--- src/rtl/hash_cmd_pkg.sv ---
`timescale 1ns/1ps
package hash_cmd_pkg;

  localparam int ADDR_W = 5;

  localparam logic [ADDR_W-1:0] ADR_CFG    = 5'd0;
  localparam logic [ADDR_W-1:0] ADR_CMD    = 5'd1;
  localparam logic [ADDR_W-1:0] ADR_ISTATE = 5'd2;
  localparam logic [ADDR_W-1:0] ADR_IEN    = 5'd3;
  localparam logic [ADDR_W-1:0] ADR_ERR    = 5'd4;
  localparam logic [ADDR_W-1:0] ADR_MSG    = 5'd5;
  localparam logic [ADDR_W-1:0] ADR_STATUS = 5'd6;
  localparam logic [1:0]        KEY_PAGE   = 2'b01;
  localparam logic [1:0]        DIG_PAGE   = 2'b10;

  typedef enum logic [1:0] {
    ST_IDLE   = 2'd0,
    ST_ACTIVE = 2'd1,
    ST_PROC   = 2'd2,
    ST_DONE   = 2'd3
  } sessState_e;

  typedef enum logic [2:0] {
    ERR_NONE         = 3'd0,
    ERR_DISABLED     = 3'd1,
    ERR_KEY_BUSY     = 3'd2,
    ERR_START_BUSY   = 3'd3,
    ERR_MSG_NO_START = 3'd4
  } errCode_e;

  typedef struct packed {
    logic     cfgWe;
    logic     keyWe;
    logic     ienWe;
    logic     istateClr;
    logic     msgPush;
    logic     errSet;
    errCode_e errCode;
    logic     doneSet;
  } ctlStrobe_t;

  function automatic logic [31:0] byteRev(input logic [31:0] w);
    return {w[7:0], w[15:8], w[23:16], w[31:24]};
  endfunction

endpackage

--- src/rtl/hash_cmd_fsm.sv ---
`timescale 1ns/1ps
module hash_cmd_fsm
  import hash_cmd_pkg::*;
#(
  parameter int KEY_WORDS = 8
) (
  input  logic              clk,
  input  logic              rstN,
  input  logic              wrEn,
  input  logic [ADDR_W-1:0] wrAddr,
  input  logic [1:0]        cmdBits,
  input  logic              shaEn,
  input  logic              msgFifoFull,
  input  logic              coreDone,
  output logic              wrReady,
  output logic              coreStart,
  output logic              coreProcess,
  output sessState_e        state,
  output ctlStrobe_t        strobe
);

  sessState_e nextState;
  logic isCfg, isCmd, isMsg, isKey, isIen, isClr, busy, acc;

  assign isCfg = (wrAddr == ADR_CFG);
  assign isCmd = (wrAddr == ADR_CMD);
  assign isMsg = (wrAddr == ADR_MSG);
  assign isIen = (wrAddr == ADR_IEN);
  assign isClr = (wrAddr == ADR_ISTATE);
  assign isKey = (wrAddr[4:3] == KEY_PAGE) && (int'(wrAddr[2:0]) < KEY_WORDS);
  assign busy  = (state == ST_ACTIVE) || (state == ST_PROC);

  assign wrReady = !(wrEn && isMsg && msgFifoFull);
  assign acc     = wrEn && wrReady;

  always_comb begin
    nextState   = state;
    strobe      = '0;
    coreStart   = 1'b0;
    coreProcess = 1'b0;
    if (state == ST_DONE) nextState = ST_IDLE;
    if (state == ST_PROC && coreDone) begin
      nextState      = ST_DONE;
      strobe.doneSet = 1'b1;
    end
    if (acc) begin
      if (isCfg && !busy) strobe.cfgWe = 1'b1;
      if (isIen) strobe.ienWe = 1'b1;
      if (isClr) strobe.istateClr = 1'b1;
      if (isKey) begin
        if (busy) begin
          strobe.errSet  = 1'b1;
          strobe.errCode = ERR_KEY_BUSY;
        end else begin
          strobe.keyWe = 1'b1;
        end
      end
      if (isMsg) begin
        if (!shaEn) begin
          strobe.errSet  = 1'b1;
          strobe.errCode = ERR_DISABLED;
        end else if (state != ST_ACTIVE) begin
          strobe.errSet  = 1'b1;
          strobe.errCode = ERR_MSG_NO_START;
        end else begin
          strobe.msgPush = 1'b1;
        end
      end
      if (isCmd) begin
        if (cmdBits[0]) begin
          if (!shaEn) begin
            strobe.errSet  = 1'b1;
            strobe.errCode = ERR_DISABLED;
          end else if (busy) begin
            strobe.errSet  = 1'b1;
            strobe.errCode = ERR_START_BUSY;
          end else begin
            nextState = ST_ACTIVE;
            coreStart = 1'b1;
          end
        end else if (cmdBits[1] && state == ST_ACTIVE) begin
          nextState   = ST_PROC;
          coreProcess = 1'b1;
        end
      end
    end
  end

  always_ff @(posedge clk or negedge rstN) begin
    if (!rstN) state <= ST_IDLE;
    else       state <= nextState;
  end


  proc_hold_chk: assert property (@(posedge clk) disable iff (!rstN)
    (state == ST_PROC && !coreDone) |=> state == ST_PROC);

  start_to_active_chk: assert property (@(posedge clk) disable iff (!rstN)
    coreStart |=> state == ST_ACTIVE);

  done_one_cycle_chk: assert property (@(posedge clk) disable iff (!rstN)
    state == ST_DONE |=> state != ST_DONE);

  no_push_when_full_chk: assert property (@(posedge clk) disable iff (!rstN)
    msgFifoFull |-> !strobe.msgPush);

endmodule

--- src/rtl/hash_cmd_regs.sv ---
`timescale 1ns/1ps
module hash_cmd_regs
  import hash_cmd_pkg::*;
#(
  parameter int KEY_WORDS = 8,
  parameter int DIG_WORDS = 8
) (
  input  logic                   clk,
  input  logic                   rstN,
  input  ctlStrobe_t             strobe,
  input  sessState_e             state,
  input  logic [2:0]             keyIdx,
  input  logic [31:0]            wrData,
  input  logic [ADDR_W-1:0]      rdAddr,
  output logic [31:0]            rdData,
  input  logic                   msgFifoFull,
  input  logic [DIG_WORDS*32-1:0] coreDigest,
  output logic [3:0]             cfg,
  output logic [KEY_WORDS*32-1:0] coreKey,
  output logic [31:0]            msgData,
  output logic [2:0]             intrLines
);

  logic [2:0]  ienQ;
  logic [2:0]  istateQ;
  logic [2:0]  istateNext;
  errCode_e    errQ;
  logic [31:0] keyQ [KEY_WORDS];
  logic [31:0] digQ [DIG_WORDS];

  always_ff @(posedge clk or negedge rstN) begin
    if (!rstN)             cfg <= '0;
    else if (strobe.cfgWe) cfg <= wrData[3:0];
  end

  always_ff @(posedge clk or negedge rstN) begin
    if (!rstN)             ienQ <= '0;
    else if (strobe.ienWe) ienQ <= wrData[2:0];
  end

  always_comb begin
    istateNext = istateQ;
    if (strobe.istateClr) istateNext = istateNext & ~wrData[2:0];
    if (msgFifoFull)      istateNext[0] = 1'b1;
    if (strobe.doneSet)   istateNext[1] = 1'b1;
    if (strobe.errSet)    istateNext[2] = 1'b1;
  end

  always_ff @(posedge clk or negedge rstN) begin
    if (!rstN) begin
      istateQ <= '0;
      errQ    <= ERR_NONE;
    end else begin
      istateQ <= istateNext;
      if (strobe.errSet) errQ <= strobe.errCode;
    end
  end

  for (genvar i = 0; i < KEY_WORDS; i++) begin : g_key
    always_ff @(posedge clk or negedge rstN) begin
      if (!rstN)                                       keyQ[i] <= '0;
      else if (strobe.keyWe && int'(keyIdx) == i)      keyQ[i] <= wrData;
    end
    assign coreKey[i*32 +: 32] = keyQ[i];
  end

  for (genvar j = 0; j < DIG_WORDS; j++) begin : g_dig
    always_ff @(posedge clk or negedge rstN) begin
      if (!rstN)               digQ[j] <= '0;
      else if (strobe.doneSet) digQ[j] <= coreDigest[j*32 +: 32];
    end
  end

  assign msgData   = cfg[2] ? byteRev(wrData) : wrData;
  assign intrLines = istateQ & ienQ;

  always_comb begin
    rdData = '0;
    if (rdAddr == ADR_CFG)         rdData = {28'b0, cfg};
    else if (rdAddr == ADR_ISTATE) rdData = {29'b0, istateQ};
    else if (rdAddr == ADR_IEN)    rdData = {29'b0, ienQ};
    else if (rdAddr == ADR_ERR)    rdData = {29'b0, errQ};
    else if (rdAddr == ADR_STATUS) rdData = {29'b0, msgFifoFull, state};
    else if (rdAddr[4:3] == DIG_PAGE && int'(rdAddr[2:0]) < DIG_WORDS)
      rdData = cfg[3] ? byteRev(digQ[rdAddr[2:0]]) : digQ[rdAddr[2:0]];
  end


  err_latch_chk: assert property (@(posedge clk) disable iff (!rstN)
    strobe.errSet |=> (istateQ[2] && errQ != ERR_NONE));

  done_pending_chk: assert property (@(posedge clk) disable iff (!rstN)
    strobe.doneSet |=> istateQ[1]);

  full_pending_chk: assert property (@(posedge clk) disable iff (!rstN)
    msgFifoFull |=> istateQ[0]);

endmodule

--- src/rtl/hash_cmd_ctrl.sv ---
`timescale 1ns/1ps
module hash_cmd_ctrl
  import hash_cmd_pkg::*;
#(
  parameter int KEY_WORDS = 8,
  parameter int DIG_WORDS = 8
) (
  input  logic                    clk,
  input  logic                    rstN,
  input  logic                    wrEn,
  input  logic [4:0]              wrAddr,
  input  logic [31:0]             wrData,
  output logic                    wrReady,
  input  logic [4:0]              rdAddr,
  output logic [31:0]             rdData,
  output logic                    msgValid,
  output logic [31:0]             msgData,
  input  logic                    msgFifoFull,
  output logic                    coreStart,
  output logic                    coreProcess,
  output logic                    coreHmacEn,
  output logic [KEY_WORDS*32-1:0] coreKey,
  input  logic                    coreDone,
  input  logic [DIG_WORDS*32-1:0] coreDigest,
  output logic                    intrFull,
  output logic                    intrDone,
  output logic                    intrErr
);

  ctlStrobe_t strobe;
  sessState_e state;
  logic [3:0] cfg;
  logic [2:0] intrLines;
  logic       busy;

  hash_cmd_fsm #(.KEY_WORDS(KEY_WORDS)) u_fsm (
    .clk         (clk),
    .rstN        (rstN),
    .wrEn        (wrEn),
    .wrAddr      (wrAddr),
    .cmdBits     (wrData[1:0]),
    .shaEn       (cfg[0]),
    .msgFifoFull (msgFifoFull),
    .coreDone    (coreDone),
    .wrReady     (wrReady),
    .coreStart   (coreStart),
    .coreProcess (coreProcess),
    .state       (state),
    .strobe      (strobe)
  );

  hash_cmd_regs #(.KEY_WORDS(KEY_WORDS), .DIG_WORDS(DIG_WORDS)) u_regs (
    .clk         (clk),
    .rstN        (rstN),
    .strobe      (strobe),
    .state       (state),
    .keyIdx      (wrAddr[2:0]),
    .wrData      (wrData),
    .rdAddr      (rdAddr),
    .rdData      (rdData),
    .msgFifoFull (msgFifoFull),
    .coreDigest  (coreDigest),
    .cfg         (cfg),
    .coreKey     (coreKey),
    .msgData     (msgData),
    .intrLines   (intrLines)
  );

  assign msgValid   = strobe.msgPush;
  assign coreHmacEn = cfg[1];
  assign intrFull   = intrLines[0];
  assign intrDone   = intrLines[1];
  assign intrErr    = intrLines[2];
  assign busy       = (state == ST_ACTIVE) || (state == ST_PROC);


  cfg_frozen_chk: assert property (@(posedge clk) disable iff (!rstN)
    busy |=> $stable(cfg));

  key_frozen_chk: assert property (@(posedge clk) disable iff (!rstN)
    busy |=> $stable(coreKey));

  push_in_session_chk: assert property (@(posedge clk) disable iff (!rstN)
    msgValid |-> (state == ST_ACTIVE && cfg[0]));

endmodule

--- config.mk ---
export PLATFORM = sky130hd
export DESIGN_NAME = hash_cmd_ctrl
export DESIGN_NICKNAME = d
export VERILOG_FILES = /design/src/rtl/hash_cmd_pkg.sv /design/src/rtl/hash_cmd_fsm.sv /design/src/rtl/hash_cmd_regs.sv /design/src/rtl/hash_cmd_ctrl.sv
export SDC_FILE = /design/constraint.sdc
export NUM_CORES = 1
export LEC_CHECK = 0
export BUFFER_PORTS_ARGS = -buffer_cell sky130_fd_sc_hd__clkbuf_2
export CORE_AREA = 3 3 246 248
export CTS_CLUSTER_DIAMETER = 120
export CTS_CLUSTER_SIZE = 12
export DETAILED_ROUTE_END_ITERATION = 16
export DIE_AREA = 0 0 249 251
export SETUP_SLACK_MARGIN = 0.02
export SLEW_MARGIN = 20
export SYNTH_ARGS = -nofsm -noshare
export SYNTH_HDL_FRONTEND = slang
export SYNTH_SLANG_ARGS = --single-unit
--- constraint.sdc ---
create_clock -name clk -period 3.1 [get_ports clk]
set_clock_uncertainty 0.05 [all_clocks]
set_input_delay 0.155 -clock clk [delete_from_list [all_inputs] [get_ports clk]]
set_output_delay 0.155 -clock clk [all_outputs]
set_load 0.02 [all_outputs]
======== Word-level counts from Yosys, hierarchy flattened ========
Cells that the tools add are included.
storage, ports and cells
  output and inout port bits .............. 328
  memories kept ........................... 0
  bits in latches ......................... 0
  input bits .............................. 303
  memory bits (read-only) ................. 0
  logic and storage cells ................. 121
  RAM bits ................................ 0
  register bits after elaboration ......... 527
cells by class
  equal/unequal tests ..................... 21
  mux-type cells .......................... 49
  order comparisons ....................... 1
  reduce and logical (&&, ||, !) cells .... 23
  shift operators ......................... 0
  div/mod/pow operators ................... 0
  add/subtract/negate cells ............... 0
  bitwise operators ....................... 4
  multiply operators ...................... 0
operator list
  cell                                                 number
  2-to-1 mux 32 bit                                    10
  binary-select mux 32 bit (select 3 bit)              1
  2-to-1 mux 4 bit                                     8
  equality test 5 x 2 -> 1 bit, second input constant  4
  2-to-1 mux 1 bit                                     19
  2-to-1 mux 2 bit                                     8
  equality test 5 x 3 -> 1 bit, second input constant  3
  logical AND 1 bit                                    14
  equality test 3 bit, second input constant           4
  logical NOT 5 bit                                    2
  2-to-1 mux 9 bit                                     1
  AND 3 bit                                            2
  equality test 2 bit, second input constant           3
  equality test 3 x 2 -> 1 bit, second input constant  2
  nonzero test 2 bit                                   3
  equality test 5 x 1 -> 1 bit, second input constant  1
  2-to-1 mux 5 bit                                     1
  equality test 2 x 1 -> 1 bit, second input constant  2
  >= comparator 4 bit, second input constant           1
  inverter 3 -> 4 bit                                  1
  equality test 3 x 1 -> 1 bit, second input constant  1
  logical NOT 3 bit                                    1
  2-to-1 mux 3 bit                                     1
  inverter 3 bit                                       1
  other kinds (3)                                      4

======== Longest topological paths before layout ========
  depth in word-level cells ............... 14
  mapped depth ............................ 8

======== By module ========
Synthesis repeated with hierarchy kept, for this count alone.
second synthesis, totals
  cell total of the unflattened synthesis .. 1449
  area total of the unflattened synthesis .. 22959.5 µm²
modules (own cells, without submodules)
  module         sequential area each (µm²)  cells each  times used  area each (µm²)
  hash_cmd_regs  13137.6                     1403        1           22570.4
  hash_cmd_fsm   50.0                        46          1           389.1

======== Worst setup path after synthesis ========
No wires, ideal clock.
  path type ............................... flip-flop to flip-flop
  start point ............................. register u_fsm.state[0]
  end point ............................... register u_regs.keyQ (netlist bit u_regs.coreKey[43])
  arrival time ............................ 2.138 ns
  setup time .............................. 0.125 ns
  clock period less this slack ............ 2.313 ns
  cell stages (with the launch flop) ...... 9
  data required time ...................... 2.925 ns
  setup slack ............................. 0.787 ns
  path through ............................ dfrtp_1 > inv_1 > ha_1 > nand2_1 > or3_1 > buf_2 > nor3b_4 > buf_4 > mux2_2
between the ends
  cells in the longest elaborated chain, start to end .. 6
  elaborated cells on any way between the ends .. 7
RTL lines
  what                                                                 line                 text
  from (decl)                                                          hash_cmd_fsm.sv:18   output sessState_e state,
  from (signal assigned)                                               hash_cmd_fsm.sv:91   else state <= nextState;
  equality test 2 x 1 -> 1 bit or equality test 2 bit (tied branches)  hash_cmd_fsm.sv:31   assign busy = (state == ST_ACTIVE) || (state == ST_PROC);
  logical OR 1 bit (*)                                                 hash_cmd_fsm.sv:31
  2-to-1 mux 1 bit (*)                                                 hash_cmd_fsm.sv:51   if (busy) begin
  2-to-1 mux 1 bit (*)                                                 hash_cmd_fsm.sv:50   if (isKey) begin
  2-to-1 mux 9 bit (*)                                                 hash_cmd_fsm.sv:46   if (acc) begin
  logical AND 1 bit (*)                                                hash_cmd_regs.sv:62  else if (strobe.keyWe && int'(keyIdx) == i) keyQ[i] <= wrData;
  to (decl)                                                            hash_cmd_regs.sv:28  logic [31:0] keyQ [KEY_WORDS];
Every way passes the cells marked *; elsewhere a longest branch is shown, timed or not.
A chain may end at the register's enable or synchronous reset.

======== Final worst setup path ========
  start point ............................. register u_regs.cfg[3]
  end point ............................... output port rdData[8]
between the ends
  cells in the longest elaborated chain, start to end .. 7
RTL lines
  what                    line                 text
  from (decl)             hash_cmd_regs.sv:18  output logic [3:0] cfg,
  from (signal assigned)  hash_cmd_regs.sv:33  else if (strobe.cfgWe) cfg <= wrData[3:0];
  2-to-1 mux 32 bit       hash_cmd_regs.sv:85  rdData = cfg[3] ? byteRev(digQ[rdAddr[2:0]]) : digQ[rdAddr[2:0]];
  2-to-1 mux 32 bit       hash_cmd_regs.sv:84  else if (rdAddr[4:3] == DIG_PAGE && int'(rdAddr[2:0]) < DIG_WORDS)
  2-to-1 mux 32 bit       hash_cmd_regs.sv:83  else if (rdAddr == ADR_STATUS) rdData = {29'b0, msgFifoFull, state};
  2-to-1 mux 32 bit       hash_cmd_regs.sv:82  else if (rdAddr == ADR_ERR) rdData = {29'b0, errQ};
  2-to-1 mux 32 bit       hash_cmd_regs.sv:81  else if (rdAddr == ADR_IEN) rdData = {29'b0, ienQ};
  2-to-1 mux 32 bit       hash_cmd_regs.sv:80  else if (rdAddr == ADR_ISTATE) rdData = {29'b0, istateQ};
  2-to-1 mux 32 bit       hash_cmd_regs.sv:79  if (rdAddr == ADR_CFG) rdData = {28'b0, cfg};
  to (decl)               hash_cmd_ctrl.sv:15  output logic [31:0] rdData,
Every way passes these cells.

==> impl_metrics.csv <==
group,metric,value,unit
timing,setup_slack,296,ps
pwr,pwr-share-comb,0.224,
finish,fin_nets,2657,
worst_setup_path,r2r_cells,7,
logic_synthesis,async_flop_share,1.00,
clock_network,cts_root_buf,"clkbuf_16",
logic_synthesis,ys_ff_latch,527,
finish,final_cells,3139,
pwr,p_sw,0.00530,W
die,die_h,251,um
clock_network,cts_buffer_depth,3,
timing,min_period,2800,ps
logic_synthesis,ys_warn_count,0,
logic_synthesis,synth_nets,1771,
grt,grt_usage,0.245,
finish,area_growth_syn_to_layout,36.0,%
clock_network,clk_latency,580,ps
hold_path,whs_path_depth,2,
placement,dp_hpwl,56300,um
pwr,p_sw_frac,0.301,
pwr,ir_worst_vdd,430,uV
finish,final-seq-area,13200,um2
die,initial_core_util,0.392,
worst_setup_path,start_kind,"flip-flop",
worst_setup_path,timing.critical_path.buf_inv,1,
worst_setup_path,cp_top_family,"flip-flops",
logic_synthesis,yosysSeqAreaShare,0.573,
grt,overflow,0,
worst_setup_path,cp-end-kind,"output pin",
die,design.core.area,58700,um2
die,fp-row-count,89,
grt,grt_pass1_wl,116000,um
worst_setup_path,crit_path_top_delay_cell,"dfrtp_2",
timing,setup_viol,0,
job,cap_violations,0,
clock_network,htreeDepth,2,
route,finalWirelength,77200,um
route,vias,16397,
timing,relSlewSlack,0.338,
timing,setup_tns,0,ps
logic_synthesis,synth_ff_type,"dfrtp_1",
route,vias_per_cell,5.22,
pwr,p_leak,15.6,nW
finish,multiInputGateArea,9260,um2
placement,gp_congestion,0.854,
route,ant_nets,0,
logic_synthesis,yosys.cell_types.count,46,
timing,max_freq,357,MHz
die,ioPinCount,631,
route,firstDrtPassIters,5,
grt,antenna_found_initial,17,
pwr,p_int,0.0123,W
logic_synthesis,avgSynthCellArea,15.7,um2
hold_path,hp-class,"in2reg",
route,dr.first_iter.drc_count,845,
worst_setup_path,critical_path_arrival,2600,ps
finish,drive_above_1_share,0.565,
hold_path,hold_path_end,"u_regs.coreKey[105]",
worst_setup_path,ff2ff_setup_slack,470,ps
clock_network,cts_made_buffers,49,
worst_setup_path,slowest_delay,1000,ps
finish,fillCellCount,4883,
worst_setup_path,cp_max_fo,39,
pwr,seqPwrFrac,0.469,
route,drc_errors,0,
timing,hold_viol,0,
worst_setup_path,crit_type,"reg2out",
grt,grt_pass1_vias,17842,
clock_network,clkSinkCount,527,
timing,worstMarginPinSlew,993,ps
timing,whs,25.4,ps
die,dieArea,62500,um2
outcome,status,"finished, final reports clean",
placement,place_area,27100,um2
pwr,p_per_area,563,nW/um2
logic_synthesis,syn_inst,1464,
route,detail_route.wl_per_cell,24.6,um
timing,drv_slew,0,
placement,io_buffers,630,
pwr,clockPowerShare,0.307,
logic_synthesis,synth_edf_count,0,
timing,finalCritPeriodShare,0.904,
clock_network,cts_tree,"done",
placement,place_inst,2787,
worst_setup_path,crit_required,2890,ps
worst_setup_path,worst_r2r_endpoint,"u_regs.coreKey[32]",
finish,finish.instance_area,31300,um2
clock_network,clkTransAtPathRegs,60,ps
clock_network,post_cts_buffers,0,
hold_path,worstHoldStart,"wrData[9]",
logic_synthesis,syn-cell-area,23000,um2
worst_setup_path,crit_chain,"mux4_2 -> and2_1 -> clkbuf_2",
timing,rsz0062_at_grt,"false",
die,die_w,249,um
grt,grt_max_degree,104,
worst_setup_path,rr_startpoint,"u_fsm.state[0]",
placement,pre_cts_slack,486,ps
state kept, by name, indices dropped and copies added (netlist names):
register / cells
u_regs.errQ: 3
u_fsm.state: 2
u_regs.coreKey: 256
u_regs.digQ: 256
u_regs.ienQ: 3
u_regs.cfg: 4
u_regs.istateQ: 3
what timing repair did:
item / CTS / global route
hold endpoints to repair: 563 / 0
resized for setup: 0 / 0
hold buffers: 285 / 0
power by group through the flow:
stage	clock network, W	registers [W]	logic [W]
floorplan	0	0.00900	0.00132
global placement	0	0.00836	0.00361
detailed placement	0	0.00839	0.00367
CTS	0.00557	0.00826	0.00398
global route	0.00583	0.00835	0.00417
finish	0.00541	0.00827	0.00394
per-layer routing:
metal,GRT usage,wire length (um),part of all wire,vias up
met5,0,41,0.00053,-
met1,0.290,29800,0.39,8509
met4,0.105,3580,0.046,6
met2,0.429,39200,0.51,589
li1,-,-,-,7104
met3,0.0569,4460,0.058,189
cell usage after synthesis, types with 5 or more instances:
cell	n	area share
dfrtp_1	527	0.57
mux2_2	511	0.25
mux4_2	78	0.076
clkbuf_1	50	0.0082
mux2_1	45	0.022
buf_1	32	0.0052
and2_1	30	0.0082
buf_2	28	0.0061
mux2i_1	23	0.010
nand2_1	14	0.0023
a22oi_1	10	0.0033
buf_4	9	0.0029
inv_1	9	0.0015
nor2_1	9	0.0015
a21oi_1	7	0.0015
nor2b_1	7	0.0019
nand3_1	6	0.0013
nand4_1	5	0.0014
o21ai_0	5	0.0011
o22ai_1	5	0.0014
cell families after synthesis:
kind of cell,Yosys count,share of synthesized area
multiplexers,657,0.358
flip-flops,527,0.573
AO/OA/AOI/OAI,50,0.0153
AND/OR/NAND/NOR,94,0.0254
adder cells (fa/ha/maj),4,0.00217
buffers and inverters,132,0.0258
stage by stage:
stage / power, W / util
global route: 0.0184 / 0.534
detailed placement: 0.0121 / 0.462
floorplan: 0.0103 / -
CTS: 0.0178 / 0.533
global placement: 0.0120 / 0.462
finish: 0.0176 / 0.534
cell type report:
| class | instances | area share |
|---|---|---|
| Timing Repair Buffer | 958 | 0.209 |
| Inverter | 9 | 0.00108 |
| Antenna cell | 13 | 0.00104 |
| Multi-Input combinational cell | 805 | 0.296 |
| Clock buffer | 53 | 0.0410 |
| Clock inverter | 1 | 0.000280 |
| Tap cell | 773 | 0.0309 |
| Sequential cell | 527 | 0.421 |
worst register-to-register path: stages (launching register included):
cell and delay, ps:
dfrtp_1 390, inv_1 80, ha_1 360, nand2_1 110, or3_1 540, nor3b_4 260, buf_4 340, mux2_2 380
cell usage in the layout, fill, tap and decap left out, types with 2 or more instances in the layout:
| cell | count |
|---|---|
| and3_1 | 2 |
| o21ai_0 | 5 |
| dfrtp_1 | 525 |
| dlygate4sd3_1 | 285 |
| clkbuf_1 | 2 |
| mux4_2 | 78 |
| nand2_1 | 12 |
| a211oi_1 | 3 |
| mux2_2 | 511 |
| clkbuf_2 | 627 |
| nor3b_4 | 2 |
| dfrtp_2 | 2 |
| a21oi_1 | 7 |
| mux2i_1 | 23 |
| buf_4 | 29 |
| a31oi_1 | 3 |
| a21boi_0 | 3 |
| nor2b_1 | 6 |
| buf_12 | 16 |
| nand4_1 | 5 |
| a2bb2oi_1 | 3 |
| a22oi_1 | 10 |
| mux2_1 | 45 |
| o22ai_1 | 5 |
| nor2_1 | 9 |
| nand2b_1 | 4 |
| ha_1 | 4 |
| and2_1 | 29 |
| nor3_1 | 3 |
| o22a_1 | 3 |
| or3_1 | 2 |
| inv_1 | 9 |
| nand3_1 | 5 |
| a21o_1 | 4 |
| diode_2 | 13 |
| nand2_2 | 2 |
| nor4b_2 | 2 |
| clkbuf_16 | 51 |
how the worst max path moves through the flow:
stage	startpoint	endpoint	slack, ps	cells after the start
global placement	rdAddr[0]	rdData[20]	530	7
detailed placement	u_fsm.state[0]	u_regs.coreKey[32]	490	7
floorplan	u_fsm.state[0]	u_regs.coreKey[43]	790	8
CTS	u_regs.cfg[3]	rdData[8]	230	3
finish	u_regs.cfg[3]	rdData[8]	300	3
global route	u_regs.cfg[3]	rdData[18]	150	3
Power figures use the tool's default switching activity.
